$ cat src/rtl/prefetch_tag_pipe.sv
module prefetch_tag_pipe #(
  parameter int AW = 32,
  parameter int DW = 32,
  parameter int STAGES = 3
) (
  input  logic          clk,
  input  logic          rst_n,
  input  logic          fetch_valid,
  input  logic [AW-1:0] fetch_addr,
  input  logic [DW-1:0] fetch_word,
  input  logic          fetch_abort,
  input  logic          redirect,
  input  logic          stall,
  output logic          exec_valid,
  output logic [AW-1:0] exec_addr,
  output logic [DW-1:0] exec_word,
  output logic          abort_take,
  output logic [AW-1:0] abort_addr
);
  localparam int LAST = STAGES - 1;

  logic [STAGES-1:0] vld_q, tag_q;
  logic [AW-1:0]     addr_q [STAGES];
  logic [DW-1:0]     word_q [STAGES];
  logic              kill;

  assign abort_take = vld_q[LAST] & tag_q[LAST];
  assign kill       = redirect | abort_take;
  assign exec_valid = vld_q[LAST] & ~tag_q[LAST];
  assign exec_addr  = addr_q[LAST];
  assign exec_word  = exec_valid ? word_q[LAST] : '0;
  assign abort_addr = abort_take ? addr_q[LAST] : '0;

  always_ff @(posedge clk or negedge rst_n) begin
    if (!rst_n) begin
      vld_q <= '0;
      tag_q <= '0;
      for (int i = 0; i < STAGES; i++) begin
        addr_q[i] <= '0;
        word_q[i] <= '0;
      end
    end else if (kill) begin
      vld_q <= '0;
      tag_q <= '0;
    end else if (!stall) begin
      for (int i = LAST; i > 0; i--) begin
        vld_q[i]  <= vld_q[i-1];
        tag_q[i]  <= tag_q[i-1];
        addr_q[i] <= addr_q[i-1];
        word_q[i] <= word_q[i-1];
      end
      vld_q[0]  <= fetch_valid;
      tag_q[0]  <= fetch_valid & fetch_abort;
      addr_q[0] <= fetch_addr;
      word_q[0] <= fetch_word;
    end
  end
endmodule


$ cat config.mk
export PLATFORM = sky130hd
export DESIGN_NAME = prefetch_tag_pipe
export DESIGN_NICKNAME = d
export VERILOG_FILES = /design/src/rtl/prefetch_tag_pipe.sv
export SDC_FILE = /design/constraint.sdc
export NUM_CORES = 1
export LEC_CHECK = 0
export BUFFER_PORTS_ARGS = -buffer_cell sky130_fd_sc_hd__buf_2
export CORE_UTILIZATION = 55
export DETAILED_ROUTE_END_ITERATION = 8
export PLACE_DENSITY = 0.77
export RECOVER_POWER = 25
export SYNTH_ARGS = -nofsm -noshare
export SYNTH_HDL_FRONTEND = slang
export SYNTH_SLANG_ARGS = --single-unit
$ cat constraint.sdc
create_clock -name clk -period 2 [get_ports clk]
set_input_delay 0.2 -clock clk [delete_from_list [all_inputs] [get_ports clk]]
set_output_delay 0.2 -clock clk [all_outputs]
set_load 0.02 [all_outputs]
==> results of run 1 <==
[critical path, delay by kind of cell (launching register included)]
| family | cells | cell delay, ps |
|---|---|---|
| simple gates | 2 | 400 |
| buf+inv | 3 | 490 |
| flops | 1 | 440 |
[metrics by stage]
| stage | cells | hold slack (ps) | cell area, sq um |
|---|---|---|---|
| 2_1_floorplan | 536 | -95.6 | 8230 |
| 3_3_place_gp | 838 | 252 | 8930 |
| 3_5_place_dp | 838 | 266 | 8930 |
| 4_1_cts | 924 | 1.17 | 10100 |
| 5_1_grt | 934 | 3.62 | 10200 |
| 6_report | 934 | 17.3 | 10200 |
[placed cells by master (no fill, tap or decap), drive strengths merged, types with 5 or more instances in the layout]
cell,netlist,final
mux2i,5,5
mux2,192,192
nor2,5,5
and3,32,32
dlygate4sd3,0,55
clkinv,0,7
buf,56,185
clkbuf,9,29
dfrtp,198,198
and2,33,33
[per-layer routing]
metal	wire (um)	vias to the layer above
met4	265	0
met3	715	20
li1	-	2221
met2	7570	131
met5	0	-
met1	6720	2390
[cell type report]
type / instances / area share, %
well taps: 184 / 2.25
flip-flops and latches: 198 / 48.4
repair buffers: 247 / 17.4
clock buffers: 22 / 4.73
clock inverters: 10 / 0.941
multi-input cells: 273 / 26.3
[cells by family (layout without fill, tap and decap cells)]
kind of cell	count (synthesis)	in the layout	synth area share, %
compound gates	3	3	0.395
buf+inv	65	279	7.19
flops	198	198	60.2
mux	197	197	26.9
simple gates	73	73	5.38
[flip-flops by register name, indices dropped and copies added, names as in the netlist]
name	flops
vld_q	3
exec_addr	32
tag_q	3
addr_q	64
word_q	96
[repair_timing]
action / 4_1_cts / 5_1_grt
gates cloned: 0 / 4
setup endpoints to repair: 33 / 32
hold buffers: 54 / 1
gates resized for setup: 4 / 26
buffers inserted: 0 / 5
hold endpoints to repair: 121 / 1
[final timing paths]
kind                                      end  slack, ps  cells past startpoint
worst max-delay path            exec_word[15]         50                      5
worst min-delay path               word_q[75]         20                      2
worst max register to register     addr_q[57]        150                      5
worst min register to register     word_q[13]        480                      1
max in group asynchronous          addr_q[41]        350                      3
min in group asynchronous           word_q[8]        520                      2
[where the power goes]
part | switching (mW) | internal [mW] | total [mW]
sequential | 0.518 | 4.94 | 5.46
clock | 1.43 | 1.86 | 3.29
combinational | 0.821 | 0.845 | 1.67
==> metrics.txt, run 1 <==
# TYPE chip_impl_metric gauge
chip_impl_info{name="run_status",value="completed"} 1
chip_impl_metric{name="p_per_area",unit="mW/mm^2"} 1020
chip_impl_metric{name="final-seq-area",unit="sq mm"} 0.00496
chip_impl_info{name="synth.area.top_cells",value="sky130_fd_sc_hd__dfrtp_1, sky130_fd_sc_hd__mux2_1, sky130_fd_sc_hd__buf_4, sky130_fd_sc_hd__and2_1, sky130_fd_sc_hd__and3_1"} 1
chip_impl_metric{name="drt-wirelength-per-cell",unit="um"} 16.4
chip_impl_info{name="start_kind",value="register"} 1
chip_impl_metric{name="die_y",unit="um"} 124
chip_impl_metric{name="layout_cells_sized_above_1",unit="%"} 31.6
chip_impl_info{name="worst_setup_path_startpoint",value="tag_q[2]"} 1
chip_impl_metric{name="clock.fmax",unit="MHz"} 513
chip_impl_metric{name="grt_first_pass_wirelength",unit="um"} 24600
chip_impl_info{name="timing_worst_setup_path_type",value="reg -> out"} 1
chip_impl_metric{name="finalSetupViolCount",unit=""} 0
chip_impl_metric{name="grtUsageMet3",unit="%"} 4.51
chip_impl_metric{name="cp.arrival",unit="ps"} 1750
chip_impl_metric{name="antenna_cells",unit=""} 0
chip_impl_metric{name="cp.required",unit="ps"} 1800
chip_impl_metric{name="route.detailed.vias_per_inst",unit=""} 5.10
chip_impl_metric{name="timing.max_cap.violations",unit=""} 0
chip_impl_metric{name="final_util",unit="%"} 70.2
chip_impl_info{name="worstHoldPathType",value="in -> reg"} 1
chip_impl_info{name="setup.worst_path.end_class",value="output pin"} 1
chip_impl_metric{name="tns",unit="ps"} 0
chip_impl_metric{name="number_of_h_tree_branching_levels",unit=""} 4
chip_impl_metric{name="post-layout-total-power",unit="mW"} 10.4
chip_impl_metric{name="drt-total-wl",unit="um"} 15300
chip_impl_metric{name="dr.pass1.iters",unit=""} 4
chip_impl_metric{name="synth_edf_count",unit=""} 0
chip_impl_metric{name="cts_inserted_buffers",unit=""} 17
chip_impl_metric{name="final_net_count",unit=""} 807
chip_impl_metric{name="post_synth.cell_area_avg",unit="sq um"} 15.4
chip_impl_info{name="timing.rr.start",value="tag_q[2]"} 1
chip_impl_info{name="clock_tree_from_tritoncts",value="built"} 1
chip_impl_info{name="worst_hold_startpoint",value="fetch_word[11]"} 1
chip_impl_info{name="ctsRootBufferMaster",value="sky130_fd_sc_hd__clkbuf_16"} 1
chip_impl_metric{name="postSynthNetCount",unit=""} 606
chip_impl_metric{name="met2_layer_usage_reported_by_global_route",unit="%"} 33.3
chip_impl_metric{name="core_region_area",unit="sq mm"} 0.0146
chip_impl_metric{name="area_delta_synth_final",unit="%"} 24.3
chip_impl_metric{name="netlist-cell-type-count",unit=""} 18
chip_impl_metric{name="post_synth_instance_area",unit="sq mm"} 0.00823
chip_impl_metric{name="dieArea",unit="sq mm"} 0.0155
chip_impl_metric{name="preCtsSetupSlack",unit="ps"} 309
chip_impl_metric{name="pin_count_of_the_biggest_net_entering_global_routing",unit=""} 86
chip_impl_metric{name="placement_rows",unit=""} 44
chip_impl_metric{name="slew-limit-headroom",unit="%"} 32.5
chip_impl_metric{name="worst_clock_skew",unit="ps"} 10.1
chip_impl_info{name="rsz_0062_raised_after_global_routing",value="yes"} 1
chip_impl_metric{name="leakagePower",unit="nW"} 4.94
chip_impl_metric{name="cts.sinks",unit=""} 198
chip_impl_metric{name="total_count_of_hold_check_failures_in_the_final_report",unit=""} 0
chip_impl_info{name="gr-max-usage-layer",value="met2"} 1
chip_impl_metric{name="timing.final.ws_setup",unit="ps"} 51.8
chip_impl_metric{name="groute.usage.overall",unit="%"} 20.1
chip_impl_metric{name="max_stage_delay",unit="ps"} 440
chip_impl_metric{name="ios",unit=""} 168
chip_impl_metric{name="detail-route-antenna-nets",unit=""} 0
chip_impl_metric{name="global_route.overflow_total",unit=""} 0
chip_impl_metric{name="yosys_register_bits",unit=""} 198
chip_impl_metric{name="fillerInstances",unit=""} 974
chip_impl_metric{name="postSynthCellCount",unit=""} 536
chip_impl_metric{name="cts-root-to-sink-buffers",unit=""} 2
chip_impl_metric{name="finalMaxSlewViolations",unit=""} 0
chip_impl_metric{name="clock_insertion_delay_worst_skew",unit="ps"} 420
chip_impl_metric{name="place_congestion",unit=""} 0.748
chip_impl_metric{name="routed-via-count",unit=""} 4762
chip_impl_metric{name="yosys_warnings",unit=""} 0
chip_impl_metric{name="buffer_ports.inserted",unit=""} 167
chip_impl_metric{name="vdd.ir_drop.worst",unit="V"} 0.000570
chip_impl_info{name="ys_dominant_reg_cell",value="sky130_fd_sc_hd__dfrtp_1"} 1
chip_impl_metric{name="timing_worst_slew_pin_value",unit="ps"} 1010
chip_impl_metric{name="synth_sequential_area_ratio",unit="%"} 60.2
chip_impl_metric{name="die_width",unit="um"} 124
chip_impl_metric{name="grtUsageMet1",unit="%"} 25.8
chip_impl_metric{name="drc_violations",unit=""} 0
chip_impl_info{name="crit_path_cell_trace",value="buf_12 > nor2b_4 > buf_6 > and2_1 > buf_2"} 1
chip_impl_metric{name="initial_antenna_violation_count",unit=""} 0
chip_impl_info{name="cpMaxStageDelayCell",value="sky130_fd_sc_hd__dfrtp_2"} 1
chip_impl_metric{name="min_period_over_period",unit="%"} 97.4
chip_impl_metric{name="worstPathMaxFanout",unit=""} 8
chip_impl_metric{name="timing.final.crit_period",unit="ps"} 1950
chip_impl_metric{name="place_hpwl",unit="um"} 9560
chip_impl_info{name="cell_with_the_most_instances_after_synthesis",value="sky130_fd_sc_hd__dfrtp_1"} 1
chip_impl_metric{name="yosys.area.top_type_share",unit="%"} 60.2
chip_impl_metric{name="multi_input_comb_area",unit="sq mm"} 0.00270
chip_impl_info{name="netlist.top_cell.by_area",value="sky130_fd_sc_hd__dfrtp_1"} 1
chip_impl_metric{name="postSynth.asyncResetShare",unit="%"} 100
chip_impl_metric{name="via_count_of_the_first_global_routing_pass",unit=""} 4998
chip_impl_metric{name="drtIter0Drc",unit=""} 256
chip_impl_metric{name="clk_pin_slew",unit="ps"} 70
chip_impl_info{name="synth.top_cells.by_count",value="sky130_fd_sc_hd__dfrtp_1, sky130_fd_sc_hd__mux2_1, sky130_fd_sc_hd__and2_1, sky130_fd_sc_hd__buf_4, sky130_fd_sc_hd__and3_1"} 1
chip_impl_metric{name="start_util",unit="%"} 56.4
(Power assumes the default switching activity.)
==> inputs of run 2 (changes only) <==
Settings changed: PLACE_DENSITY 0.77 to not set, PLACE_DENSITY_LB_ADDON set to 0.08.
==> run 2 against run 1 <==
Against the previous run: combinational power hardly changed; cell count shrank 0.64%; setup slack gained 32 ps; total power rose by 0.56%; clock-buffer cell count is the same; largest cell class unchanged; critical endpoint is now exec_word[8]; non-clock buffer count fell by 5.
==> metrics.txt, run 2 (same netlist as run 1, synthesis figures left out) <==
# TYPE chip_impl_metric gauge
chip_impl_metric{name="groute.usage.overall",unit="%"} 19.4
chip_impl_metric{name="p_sw_share",unit="%"} 25.5
chip_impl_metric{name="p_per_area",unit="mW/mm^2"} 1030
chip_impl_metric{name="drtIter0Drc",unit=""} 190
chip_impl_info{name="most_common_library_cell_in_the_layout_ignoring_fill_and_taps",value="sky130_fd_sc_hd__dfrtp_1"} 1
chip_impl_metric{name="drt-wirelength-per-cell",unit="um"} 15.6
chip_impl_metric{name="post-layout-total-power",unit="mW"} 10.5
chip_impl_metric{name="dr.pass1.iters",unit=""} 4
chip_impl_metric{name="routed-via-count",unit=""} 4697
chip_impl_metric{name="p_int",unit="mW"} 7.81
chip_impl_metric{name="tns",unit="ps"} 0
chip_impl_metric{name="cp.arrival",unit="ps"} 1720
chip_impl_metric{name="max_stage_delay",unit="ps"} 430
chip_impl_metric{name="clk_pin_slew",unit="ps"} 60
chip_impl_metric{name="area_delta_synth_final",unit="%"} 23.1
chip_impl_metric{name="vdd.ir_drop.worst",unit="V"} 0.000629
chip_impl_metric{name="placedCellCount",unit=""} 837
chip_impl_metric{name="clock_insertion_delay_worst_skew",unit="ps"} 420
chip_impl_metric{name="timing.final.crit_period",unit="ps"} 1920
chip_impl_metric{name="placed_area",unit="sq mm"} 0.00892
chip_impl_info{name="cp_top_family",value="buffers and inverters"} 1
chip_impl_metric{name="cts.sinks",unit=""} 198
chip_impl_info{name="crit_path_cell_trace",value="buf_12 > nor2b_4 > buf_4 > and2_1 > buf_2"} 1
chip_impl_metric{name="stdcell_count",unit=""} 928
chip_impl_metric{name="min_period_over_period",unit="%"} 95.8
chip_impl_metric{name="timing.hold.worst_path_depth",unit=""} 2
chip_impl_metric{name="buffer_ports.inserted",unit=""} 167
chip_impl_info{name="clock_tree_from_tritoncts",value="built"} 1
chip_impl_metric{name="regToRegSetupSlack",unit="ps"} 140
chip_impl_metric{name="drc_violations",unit=""} 0
chip_impl_info{name="setup.worst_path.end_class",value="output pin"} 1
chip_impl_metric{name="grt_first_pass_wirelength",unit="um"} 23800
chip_impl_metric{name="fillerInstances",unit=""} 1055
chip_impl_metric{name="timing_worst_slew_pin_value",unit="ps"} 1320
chip_impl_metric{name="dieArea",unit="sq mm"} 0.0155
chip_impl_metric{name="pwr-share-clk",unit="%"} 32.5
chip_impl_metric{name="cts-root-to-sink-buffers",unit=""} 2
chip_impl_metric{name="die_y",unit="um"} 124
chip_impl_metric{name="finalSetupViolCount",unit=""} 0
chip_impl_metric{name="clock.fmax",unit="MHz"} 522
chip_impl_metric{name="finalMaxSlewViolations",unit=""} 0
chip_impl_metric{name="total_count_of_hold_check_failures_in_the_final_report",unit=""} 0
chip_impl_info{name="rr_endpoint",value="addr_q[78]"} 1
chip_impl_metric{name="finalHoldWorstSlack",unit="ps"} 20.1
chip_impl_metric{name="cp.required",unit="ps"} 1800
chip_impl_metric{name="global_route.overflow_total",unit=""} 0
chip_impl_info{name="worst_hold_startpoint",value="fetch_word[14]"} 1
chip_impl_info{name="timing.rr.start",value="vld_q[2]"} 1
chip_impl_metric{name="die_width",unit="um"} 124
chip_impl_metric{name="ios",unit=""} 168
chip_impl_metric{name="placement_rows",unit=""} 44
chip_impl_metric{name="seq_power_share",unit="%"} 51.8
chip_impl_metric{name="core_region_area",unit="sq mm"} 0.0146
chip_impl_metric{name="slew-limit-headroom",unit="%"} 11.8
chip_impl_info{name="ctsRootBufferMaster",value="sky130_fd_sc_hd__clkbuf_16"} 1
chip_impl_metric{name="pin_count_of_the_biggest_net_entering_global_routing",unit=""} 79
chip_impl_metric{name="p_sw",unit="mW"} 2.67
chip_impl_metric{name="p_comb_share",unit="%"} 15.7
chip_impl_metric{name="route.detailed.vias_per_inst",unit=""} 5.06
chip_impl_metric{name="via_count_of_the_first_global_routing_pass",unit=""} 4912
chip_impl_metric{name="place_congestion",unit=""} 0.684
chip_impl_info{name="run_status",value="completed"} 1
chip_impl_metric{name="cts_inserted_buffers",unit=""} 17
chip_impl_metric{name="worstPathBufferInverterCount",unit=""} 3
chip_impl_metric{name="finalInstanceArea",unit="sq mm"} 0.0101
chip_impl_info{name="worstHoldPathType",value="in -> reg"} 1
chip_impl_info{name="start_kind",value="register"} 1
chip_impl_info{name="hold-path-endpoint",value="word_q[78]"} 1
chip_impl_metric{name="initial_antenna_violation_count",unit=""} 0
chip_impl_metric{name="drt-total-wl",unit="um"} 14400
chip_impl_metric{name="worstPathMaxFanout",unit=""} 36
chip_impl_metric{name="antenna_cells",unit=""} 0
chip_impl_metric{name="reg2regPathDepth",unit=""} 4
chip_impl_metric{name="number_of_h_tree_branching_levels",unit=""} 4
chip_impl_metric{name="detail-route-antenna-nets",unit=""} 0
chip_impl_metric{name="timing.max_cap.violations",unit=""} 0
chip_impl_info{name="timing_worst_setup_path_type",value="reg -> out"} 1
chip_impl_metric{name="worst_clock_skew",unit="ps"} 6.11
chip_impl_metric{name="place_hpwl",unit="um"} 9010
chip_impl_metric{name="layout_cells_sized_above_1",unit="%"} 30.8
chip_impl_metric{name="final_net_count",unit=""} 802
chip_impl_info{name="top_register",value="word_q"} 1
chip_impl_metric{name="leakagePower",unit="nW"} 4.91
chip_impl_metric{name="start_util",unit="%"} 56.4
chip_impl_info{name="cpMaxStageDelayCell",value="sky130_fd_sc_hd__dfrtp_1"} 1
chip_impl_metric{name="largest_register_ffs",unit=""} 96
chip_impl_info{name="most_frequent_cells_in_the_layout",value="sky130_fd_sc_hd__dfrtp_1, sky130_fd_sc_hd__mux2_1, sky130_fd_sc_hd__buf_2"} 1
[run 2: changes by cell type in the layout (fill, tap and decap cells not counted), sizes merged]
cell / before / now
bufinv: 1 / 3
inv: 1 / 0
buf: 185 / 184
clkinv: 7 / 5
dlygate4sd3: 55 / 56
clkbuf: 29 / 24
[run 2: layout make-up]
cell class / instances / area, sq um / share of cell area (%)
Clock buffer: 22 / 464 / 4.58
Clock inverter: 9 / 126 / 1.25
Multi-Input combinational cell: 273 / 2700 / 26.6
Timing Repair Buffer: 242 / 1660 / 16.4
Tap cell: 184 / 230 / 2.27
Sequential cell: 198 / 4960 / 48.9
[run 2: through the flow]
| step | setup WS (ps) | util [%] |
|---|---|---|
| floorplan | 417 | - |
| global placement | 326 | 61.1 |
| detailed placement | 284 | 61.1 |
| CTS | 31.2 | 69.2 |
| global route | -2.01 | 69.5 |
| finish | 83.5 | 69.5 |
[run 2: layer usage]
metal / up-vias / wire [um] / track usage (%)
li1: 2211 / - / -
met1: 2369 / 6540 / 24.8
met2: 103 / 7120 / 31.8
met3: 14 / 594 / 5.33
met4: 0 / 186 / 6.59
met5: - / 0 / 0
[run 2: worst max-delay path by stage]
stage | start | endpoint | slack [ps] | depth (start not counted)
after floorplan | vld_q[2] | exec_word[22] | 420 | 4
after global placement | tag_q[2] | addr_q[86] | 330 | 3
after detailed placement | vld_q[2] | exec_word[17] | 280 | 5
after CTS | tag_q[2] | exec_word[3] | 30 | 5
after global routing | tag_q[2] | exec_word[8] | -2 | 5
final | tag_q[2] | exec_word[8] | 80 | 5
[run 2: power groups by stage]
stage	Clock (mW)	Combinational, mW	Sequential (mW)
final	3.40	1.64	5.43
after global placement	0	1.52	5.44
after detailed placement	0	1.58	5.50
after floorplan	0	1.43	5.31
after CTS	3.49	1.67	5.43
after global routing	3.66	1.79	5.55
[run 2: what timing repair did]
action | CTS | global route
pin swaps | 0 | 0
buffers inserted | 1 | 1
endpoints found under the setup margin | 33 | 16
gates resized for setup | 5 | 8
cloned | 0 | 2
hold buffers | 56 | 0
endpoints found under the hold margin | 103 | 0
